==> src/rtl/rfb_pkg.sv <==
`timescale 1ns/1ps
package rfb_pkg;
  localparam int RF_DATA_W   = 8;
  localparam int RF_IDX_W    = 4;
  localparam int RF_BANK_W   = 4;
  localparam int RF_PTR_W    = RF_BANK_W + RF_IDX_W;
  localparam int RF_OPND_W   = RF_IDX_W + 1;
  localparam int RF_SEL_SLOT = 4;

  typedef enum logic [1:0] {
    MODE_DIRECT   = 2'd0,
    MODE_SEMI     = 2'd1,
    MODE_INDIRECT = 2'd2,
    MODE_NULL     = 2'd3
  } rfMode_e;

  // strobes from address control to the storage datapath
  typedef struct packed {
    logic                 globWe;
    logic                 bankWe;
    logic                 rdBank;
    logic                 rdNull;
    logic                 bankLd;
    logic [RF_IDX_W-1:0]  globIdx;
    logic [RF_PTR_W-1:0]  bankAddr;
  } rfStrobe_t;
endpackage

==> src/rtl/rfb_ctrl.sv <==
`timescale 1ns/1ps
module rfb_ctrl
  import rfb_pkg::*;
#(
  parameter int IDX_W  = RF_IDX_W,
  parameter int BANK_W = RF_BANK_W
) (
  input  logic [IDX_W:0]            opnd,
  input  logic                      wrEn,
  input  logic                      bankLd,
  input  logic [BANK_W+IDX_W-1:0]   selPtr,
  output rfStrobe_t                 st
);
  localparam int PTR_W  = BANK_W + IDX_W;
  localparam int OPND_W = IDX_W + 1;

  rfMode_e            mode;
  logic [PTR_W-1:0]   effAddr;
  logic               inBank;
  logic [IDX_W-1:0]   opIdx;

  assign opIdx = opnd[IDX_W-1:0];

  // mode decode: the top operand bit selects the banked path,
  // an all-zero operand selects the pointer path
  always_comb begin
    if (opnd[OPND_W-1])
      mode = MODE_SEMI;
    else if (opIdx == '0)
      mode = (selPtr == '0) ? MODE_NULL : MODE_INDIRECT;
    else
      mode = MODE_DIRECT;
  end

  always_comb begin
    unique case (mode)
      MODE_DIRECT:   effAddr = {{BANK_W{1'b0}}, opIdx};
      MODE_SEMI:     effAddr = {selPtr[PTR_W-1:IDX_W], opIdx};
      MODE_INDIRECT: effAddr = selPtr;
      default:       effAddr = '0;
    endcase
  end

  // pointer values whose bank field is zero fall into the global window
  assign inBank = (mode == MODE_SEMI) ||
                  ((mode == MODE_INDIRECT) && (effAddr[PTR_W-1:IDX_W] != '0));

  always_comb begin
    st          = '0;
    st.rdNull   = (mode == MODE_NULL);
    st.rdBank   = inBank;
    st.globWe   = wrEn && !inBank && (mode != MODE_NULL);
    st.bankWe   = wrEn && inBank;
    st.bankLd   = bankLd;
    st.globIdx  = effAddr[IDX_W-1:0];
    st.bankAddr = effAddr;
  end
endmodule

==> src/rtl/rfb_data.sv <==
`timescale 1ns/1ps
module rfb_data
  import rfb_pkg::*;
#(
  parameter int DATA_W   = RF_DATA_W,
  parameter int IDX_W    = RF_IDX_W,
  parameter int BANK_W   = RF_BANK_W,
  parameter int SEL_SLOT = RF_SEL_SLOT
) (
  input  logic               clk,
  input  logic               rst,
  input  rfStrobe_t          st,
  input  logic [DATA_W-1:0]  wrData,
  input  logic [BANK_W-1:0]  bankVal,
  output logic [DATA_W-1:0]  rdData,
  output logic [DATA_W-1:0]  selPtr
);
  localparam int ENTRIES  = 1 << IDX_W;
  localparam int BANK_CNT = 1 << BANK_W;
  localparam int CELLS    = BANK_CNT * ENTRIES;
  localparam int PTR_W    = BANK_W + IDX_W;

  logic [DATA_W-1:0] globVal [ENTRIES];
  logic [DATA_W-1:0] bankMem [CELLS];

  for (genvar g = 0; g < ENTRIES; g++) begin : gGlob
    if (g == 0) begin : gPseudo
      assign globVal[g] = '0;
    end else if (g == SEL_SLOT) begin : gSel
      logic [DATA_W-1:0] selQ;
      always_ff @(posedge clk) begin
        if (rst) begin
          selQ <= '0;
        end else begin
          if (st.globWe && st.globIdx == IDX_W'(g))
            selQ <= wrData;
          if (st.bankLd)
            selQ[PTR_W-1:IDX_W] <= bankVal;
        end
      end
      assign globVal[g] = selQ;
    end else begin : gPlain
      logic [DATA_W-1:0] q;
      always_ff @(posedge clk) begin
        if (rst)
          q <= '0;
        else if (st.globWe && st.globIdx == IDX_W'(g))
          q <= wrData;
      end
      assign globVal[g] = q;
    end
  end

  always_ff @(posedge clk) begin
    if (st.bankWe)
      bankMem[st.bankAddr] <= wrData;
  end

  always_comb begin
    if (st.rdNull)
      rdData = '0;
    else if (st.rdBank)
      rdData = bankMem[st.bankAddr];
    else
      rdData = globVal[st.globIdx];
  end

  assign selPtr = globVal[SEL_SLOT];
endmodule

==> src/rtl/regfile_banked.sv <==
`timescale 1ns/1ps
module regfile_banked
  import rfb_pkg::*;
(
  input  logic                  clk,
  input  logic                  rst,
  input  logic [RF_OPND_W-1:0]  opnd,
  input  logic                  wrEn,
  input  logic [RF_DATA_W-1:0]  wrData,
  input  logic                  bankLd,
  input  logic [RF_BANK_W-1:0]  bankVal,
  output logic [RF_DATA_W-1:0]  rdData,
  output logic [RF_DATA_W-1:0]  selPtr
);
  rfStrobe_t strobes;

  rfb_ctrl #(.IDX_W(RF_IDX_W), .BANK_W(RF_BANK_W)) u_ctrl (
    .opnd   (opnd),
    .wrEn   (wrEn),
    .bankLd (bankLd),
    .selPtr (selPtr),
    .st     (strobes)
  );

  rfb_data #(
    .DATA_W(RF_DATA_W), .IDX_W(RF_IDX_W),
    .BANK_W(RF_BANK_W), .SEL_SLOT(RF_SEL_SLOT)
  ) u_data (
    .clk     (clk),
    .rst     (rst),
    .st      (strobes),
    .wrData  (wrData),
    .bankVal (bankVal),
    .rdData  (rdData),
    .selPtr  (selPtr)
  );
endmodule

==> config.mk <==
export PLATFORM = sky130hd
export DESIGN_NAME = regfile_banked
export DESIGN_NICKNAME = d
export VERILOG_FILES = /design/src/rtl/rfb_pkg.sv /design/src/rtl/rfb_ctrl.sv /design/src/rtl/rfb_data.sv /design/src/rtl/regfile_banked.sv
export SDC_FILE = /design/constraint.sdc
export NUM_CORES = 2
export LEC_CHECK = 0
export BUFFER_PORTS_ARGS = -buffer_cell sky130_fd_sc_hd__clkbuf_2
export CORE_MARGIN = 10
export CORE_UTILIZATION = 24
export CTS_CLUSTER_DIAMETER = 30
export DETAILED_ROUTE_END_ITERATION = 8
export GPL_TIMING_DRIVEN = 1
export PLACE_DENSITY_LB_ADDON = 0.1
export SYNTH_ARGS = -nofsm -noshare
export SYNTH_HDL_FRONTEND = slang
export SYNTH_SLANG_ARGS = --single-unit
==> constraint.sdc <==
create_clock -name clk -period 5.7 [get_ports clk]
set_input_delay 0.855 -clock clk [delete_from_list [all_inputs] [get_ports clk]]
set_output_delay 0.855 -clock clk [all_outputs]
set_load 0.1 [all_outputs]
# Yosys cells after proc, flatten, opt, wreduce, memory -nomap -nowiden
# Memories as Yosys holds them, arrays and structs flattened.
# Index checks and enable logic that the tools add are counted.
# Widths: inputs -> output; s select.
[classes] n_reduce_logical=26 shift=0 eq_ne=19 n_lt_le_gt_ge=1 mul=0 addsub=0 mux=13 div_mod_pow=0 bitwise_logic=1
[ops] cell="$mux 8" count=5
[ops] cell="$bmux 8 s4" count=1
[ops] cell="$eq 4x4->1 const B" count=8
[ops] cell="$pmux 8 s3" count=1
[ops] cell="$logic_and 1x1->1" count=19
[ops] cell="$eq 4x3->1 const B" count=4
[ops] cell="$eq 4x2->1 const B" count=2
[ops] cell="$logic_not 8->1" count=1
[ops] cell="$ge 5x5->1 const B" count=1
[ops] cell="$not 4->5" count=1
[ops] cell="$eq 2x2->1 const B" count=2
[ops] cell="$eq 4x1->1 const B" count=1
[ops] cell="$logic_not 4->1" count=1
[ops] cell="$mux 2" count=2
[ops] cell="$mux 4" count=1
[ops] cell="$reduce_bool 4->1" count=1
[ops] cell="$mux 1" count=3
[ops] cell="$eq 2x1->1 const B" count=1
[ops] cell="$logic_not 2->1" count=1
[ops] cell="$ne 2x2->1 const B" count=1
[ops] cell="$reduce_bool 2->1" count=1
[ops] cell="$logic_not 1->1" count=1
[ops] cell="$logic_or 1x1->1" count=1
[word_totals] latchBits=0 n_memories=1 word_cells=77 input_bits=21 mem_bits_rw=2048 register_bits=120 rom_bits=0
[memory_table] name="u_data.bankMem" words=256 word_bits=8 rd=1 rd_ports_with_merged_regs=0 wr=1 line="rfb_data.sv:24" rtl="logic [DATA_W-1:0] bankMem [CELLS];"

# Logic depth before layout (Yosys ltp)
[depth] ltp_word=15 depth_mapped=17

# Cells and area by module
# From an unflattened synthesis, not the netlist that was laid out.
[unflattened] hier_cells=4176 hier_area_um2=84871.4
[by_module_without_submodules] mod="rfb_data" area_per_inst_um2=84671.2 n_inst=1 seq_area_each_um2=63901.3 cells_per_inst=4151
[by_module_without_submodules] mod="rfb_ctrl" area_per_inst_um2=200.2 n_inst=1 seq_area_each_um2=0.0 cells_per_inst=25

# Worst setup path after synthesis
# No wires, ideal clock.
[synth_path] kind="in2out" from="in opnd[3]" to="out rdData[2]" arrival_time_ns=5.446 cell_stages=14 path_slack_ns=-0.601 cell_sequence="buf_6 -> nor4_4 -> a21o_1 -> buf_6 -> buf_12 -> buf_12 -> buf_8 -> nand2_1 -> a32o_1 -> a21oi_1 -> a2bb2oi_1 -> o2111ai_1 -> or3b_1 -> o32ai_1"
[synth_via] elab_chain_cells=11
[synth_rtl] item="from (decl)" line="regfile_banked.sv:7" rtl="input logic [RF_OPND_W-1:0] opnd,"
[synth_rtl] item="branches (longest 10 deep; another with $mem_v2 256x8)"
[synth_rtl] item="$mux 8 (*)" line="rfb_data.sv:60" rtl="if (st.rdNull)"
[synth_rtl] item="to (decl)" line="regfile_banked.sv:12" rtl="output logic [RF_DATA_W-1:0] rdData,"
# Mark *: on every way between the ends. The select of a mux whose other input is x is not followed.

# Worst setup path in the final report
[layout_path] from="reg u_data.gGlob[4].gSel.selQ[0], in the netlist u_data.selPtr[0]" to="out rdData[0]"
[layout_via] elab_chain_cells=12
[layout_rtl] item="from (decl)" line="rfb_data.sv:30" rtl="logic [DATA_W-1:0] selQ;"
[layout_rtl] item="from (signal assigned)" line="rfb_data.sv:36" rtl="selQ <= wrData;"
[layout_rtl] item="from (signal, indexed assignment)" line="rfb_data.sv:38" rtl="selQ[PTR_W-1:IDX_W] <= bankVal;"
[layout_rtl] item="branches (longest 11 deep; another with $mem_v2 256x8)"
[layout_rtl] item="$mux 8 (*)" line="rfb_data.sv:60"
# Marks and branches as above.

==> impl_metrics.ini <==
[logic_synthesis]
synth_top_cell_by_area = edfxtp_1
syn_area_mm2 = 0.08656
synth_edf_count = 2048
synthFlopType = edfxtp_1
syn_nets = 5966
synth_compound_area_frac = 0.05698
synthAdderAreaFrac = 0
synth_top_family_by_area = simple AND/OR/NAND/NOR gates
synthTopCellsByCount = edfxtp_1, nand2_1, nand3_1, nor2_1, mux2i_1
synth_cell_types = 75
synthTopCellsByArea = edfxtp_1, nand2_1, mux4_2
yosysTopAreaCellShare = 0.7105
syn_avg_cell_area_um2 = 14.56
async_flop_share = 0
synth_cells = 5945
ys_seq_elements = 2168
synth_simple_gate_area_frac = 0.1058
muxShareOfSynthArea = 0.07429
ys_seq_area_frac = 0.7382
ys_warn_count = 0
synthXorXnorAreaFrac = 0
synth_most_common_cell = edfxtp_1

[cts]
clock_latency_ns = 1.03
cts_buffer_depth = 4
clk_pin_slew_ns = 0.04
cts_max_level = 6
cts_root_buffer = clkbuf_16
cts_tree = done
cts_buffers = 580
cts_sinks = 2168

[critical_path]
rr_worst_depth = 10
worstPathArrival_ns = 4.90
critPathKind = reg -> out
startpoint_type = flip-flop
path_max_fanout = 38
cp-end-kind = primary output
r2r_slack_ns = 1.16
cp.required_ns = 4.85

[sta]
fin_skew_ns = 0.05205
setup-tns-final_ns = -0.05700
slew_violations = 0
rsz0062_at_grt = true
max_slew_margin = 0.1692
timing.final.ws_setup_ns = -0.05700
max_freq_mhz = 173.7
whs_ns = 0.1507
period_needed_ns = 5.757
setup_violations = 1
max_slew.worst_pin.slew_ns = 1.246
period_share = 1.010
hold_viol_final = 0

[place]
gp_congestion = 0.8460
dp_hpwl_um = 248900
place_area_mm2 = 0.09841
portBuffers = 36

[job]
maxCapViolations = 0

[floorplanning]
placementRows = 220
initial_core_util = 0.2410
coreArea_mm2 = 0.3592
ios = 37
die_width_um = 620.6
dieArea_mm2 = 0.3851
die_y_um = 620.6

[grt]
grt_usage = 0.1948
antenna_found_initial = 36
grt_max_degree = 145
overflow = 0
grt_pass1_vias = 59570
grt_pass1_wl_um = 523200

[cells_and_area]
fillers = 34990
design_area_mm2 = 0.1195
num-nets-final = 7037
syn2layout_area_growth_pct = 38.10
multi_input_area_mm2 = 0.02157
ff_latch_area_mm2 = 0.06392
drive_gt1_frac = 0.2744

[detailed_routing]
detail-route-antenna-nets = 0
via_per_inst = 4.782
wire_per_inst_um = 31.50
vias = 58610
drtIter0Drc = 5659
firstDrtPassIters = 8
routed_wl_um = 386200
drc_errors = 0

[pwr]
vdd_drop_max_v = 0.0002629
p_leak_nw = 41.51
powerDensity_mw_per_mm2 = 436.7

[min_path]
whs_path_depth = 3
hold_class = in -> reg

[run_status]
violations = setup timing
status = complete, but fails checks
-- per-stage QoR --
| stage | utilization | power [mW] | worst slack, ns | std cells |
|---|---|---|---|---|
| after floorplan | - | 18.78 | 0.1729 | 5945 |
| after global placement | 0.2739 | 20.44 | -0.7731 | 11140 |
| after detailed placement | 0.2739 | 20.44 | -0.7241 | 11140 |
| after CTS | 0.3318 | 52.68 | -0.01383 | 12230 |
| after global routing | 0.3327 | 53.66 | -0.01942 | 12250 |
| final | 0.3328 | 52.20 | -0.05700 | 12260 |
-- cells by family (layout without fill, tap and decap cells) --
| logic type | count (synthesis) | after routing |
|---|---|---|
| AND/OR/NAND/NOR | 2173 | 2173 |
| multiplexers | 437 | 437 |
| flip-flops | 2168 | 2168 |
| AO/OA/AOI/OAI | 752 | 752 |
| other | 0 | 13 |
| buffers and inverters | 415 | 1942 |
-- power breakdown --
group / switching, mW / total (mW) / internal (mW)
clock network: 10.1 / 31.9 / 21.8
registers: 0.0122 / 17.5 / 17.5
logic: 1.95 / 2.82 / 0.865
total: 12.1 / 52.2 / 40.1
-- cell usage in the layout, fill, tap and decap left out, types with 11 or more instances in the layout --
master / instances
buf_8: 13
buf_12: 118
a22o_1: 11
clkinvlp_4: 37
nand4_1: 24
clkinv_2: 98
dfxtp_1: 114
nor2_1: 328
mux4_1: 17
and3_1: 42
a211oi_1: 40
mux2i_1: 270
a32oi_1: 28
edfxtp_1: 2048
diode_2: 13
bufinv_16: 65
a311oi_1: 19
clkinv_8: 15
clkbuf_2: 19
a2111oi_0: 16
nand2_1: 1184
nand2_2: 12
a21oi_1: 256
buf_16: 12
clkbuf_16: 589
a31oi_1: 68
nor4_1: 21
clkinv_1: 103
a22oi_1: 51
nand3_2: 19
o21ai_0: 34
nand3_1: 467
buf_4: 699
nor3_1: 16
clkbuf_1: 85
buf_6: 18
mux4_2: 142
o22ai_1: 68
clkinv_16: 17
inv_1: 15
-- worst max-delay path, cell delays in order, from the launching register on --
cell	delay, ns
dfxtp_4	0.45
a21o_4	0.26
buf_12	0.19
buf_12	0.18
buf_12	0.24
nand2_1	0.09
a32o_1	0.27
o21ai_0	0.41
buf_4	0.25
o21ai_0	0.09
or4_4	0.49
o41ai_4	0.64
buf_12	0.25
-- what timing repair did --
item                       CTS  global route
gates cloned                11             0
setup endpoints to repair    8             7
hold buffers                 0             0
resized for setup          143            34
pin swaps                   38            12
setup buffers               46            16
-- flip-flops by register name, summed over array words and instances, names as in the netlist --
signal                 count
u_data.bankMem          2048
u_data.gGlob.gPlain.q    112
u_data.selPtr              8
-- final timing paths --
path	startpoint	end
min	bankVal[1]	u_data.selPtr[5]$_SDFFE_PP0P_
max	u_data.selPtr[0]$_SDFFE_PP0P_	rdData[0]
min reg2reg	u_data.gGlob[3].gPlain.q[0]$_SDFFE_PP0P_	u_data.gGlob[3].gPlain.q[0]$_SDFFE_PP0P_
max reg2reg	u_data.selPtr[5]$_SDFFE_PP0P_	u_data.bankMem[223][0]$_DFFE_PP_
-- final cells by class --
class,count,share of cell area
repair buffers,889,0.07304
clock buffers,678,0.1264
diodes,13,0.0002721
multi-input cells,3362,0.1804
well taps,4773,0.04996
clock inverters,360,0.03470
inverters,15,0.0004710
flip-flops and latches,2168,0.5347
-- layer usage --
layer	wire length, µm	share of wire	global-route usage	up-vias
li1	-	-	-	25070
met1	174600	0.45	0.2726	30730
met2	174900	0.45	0.3052	2194
met3	23400	0.061	0.03380	611
met4	13280	0.034	0.06588	2
met5	13	0.000034	0	-
Power figures use the tool's default switching activity.
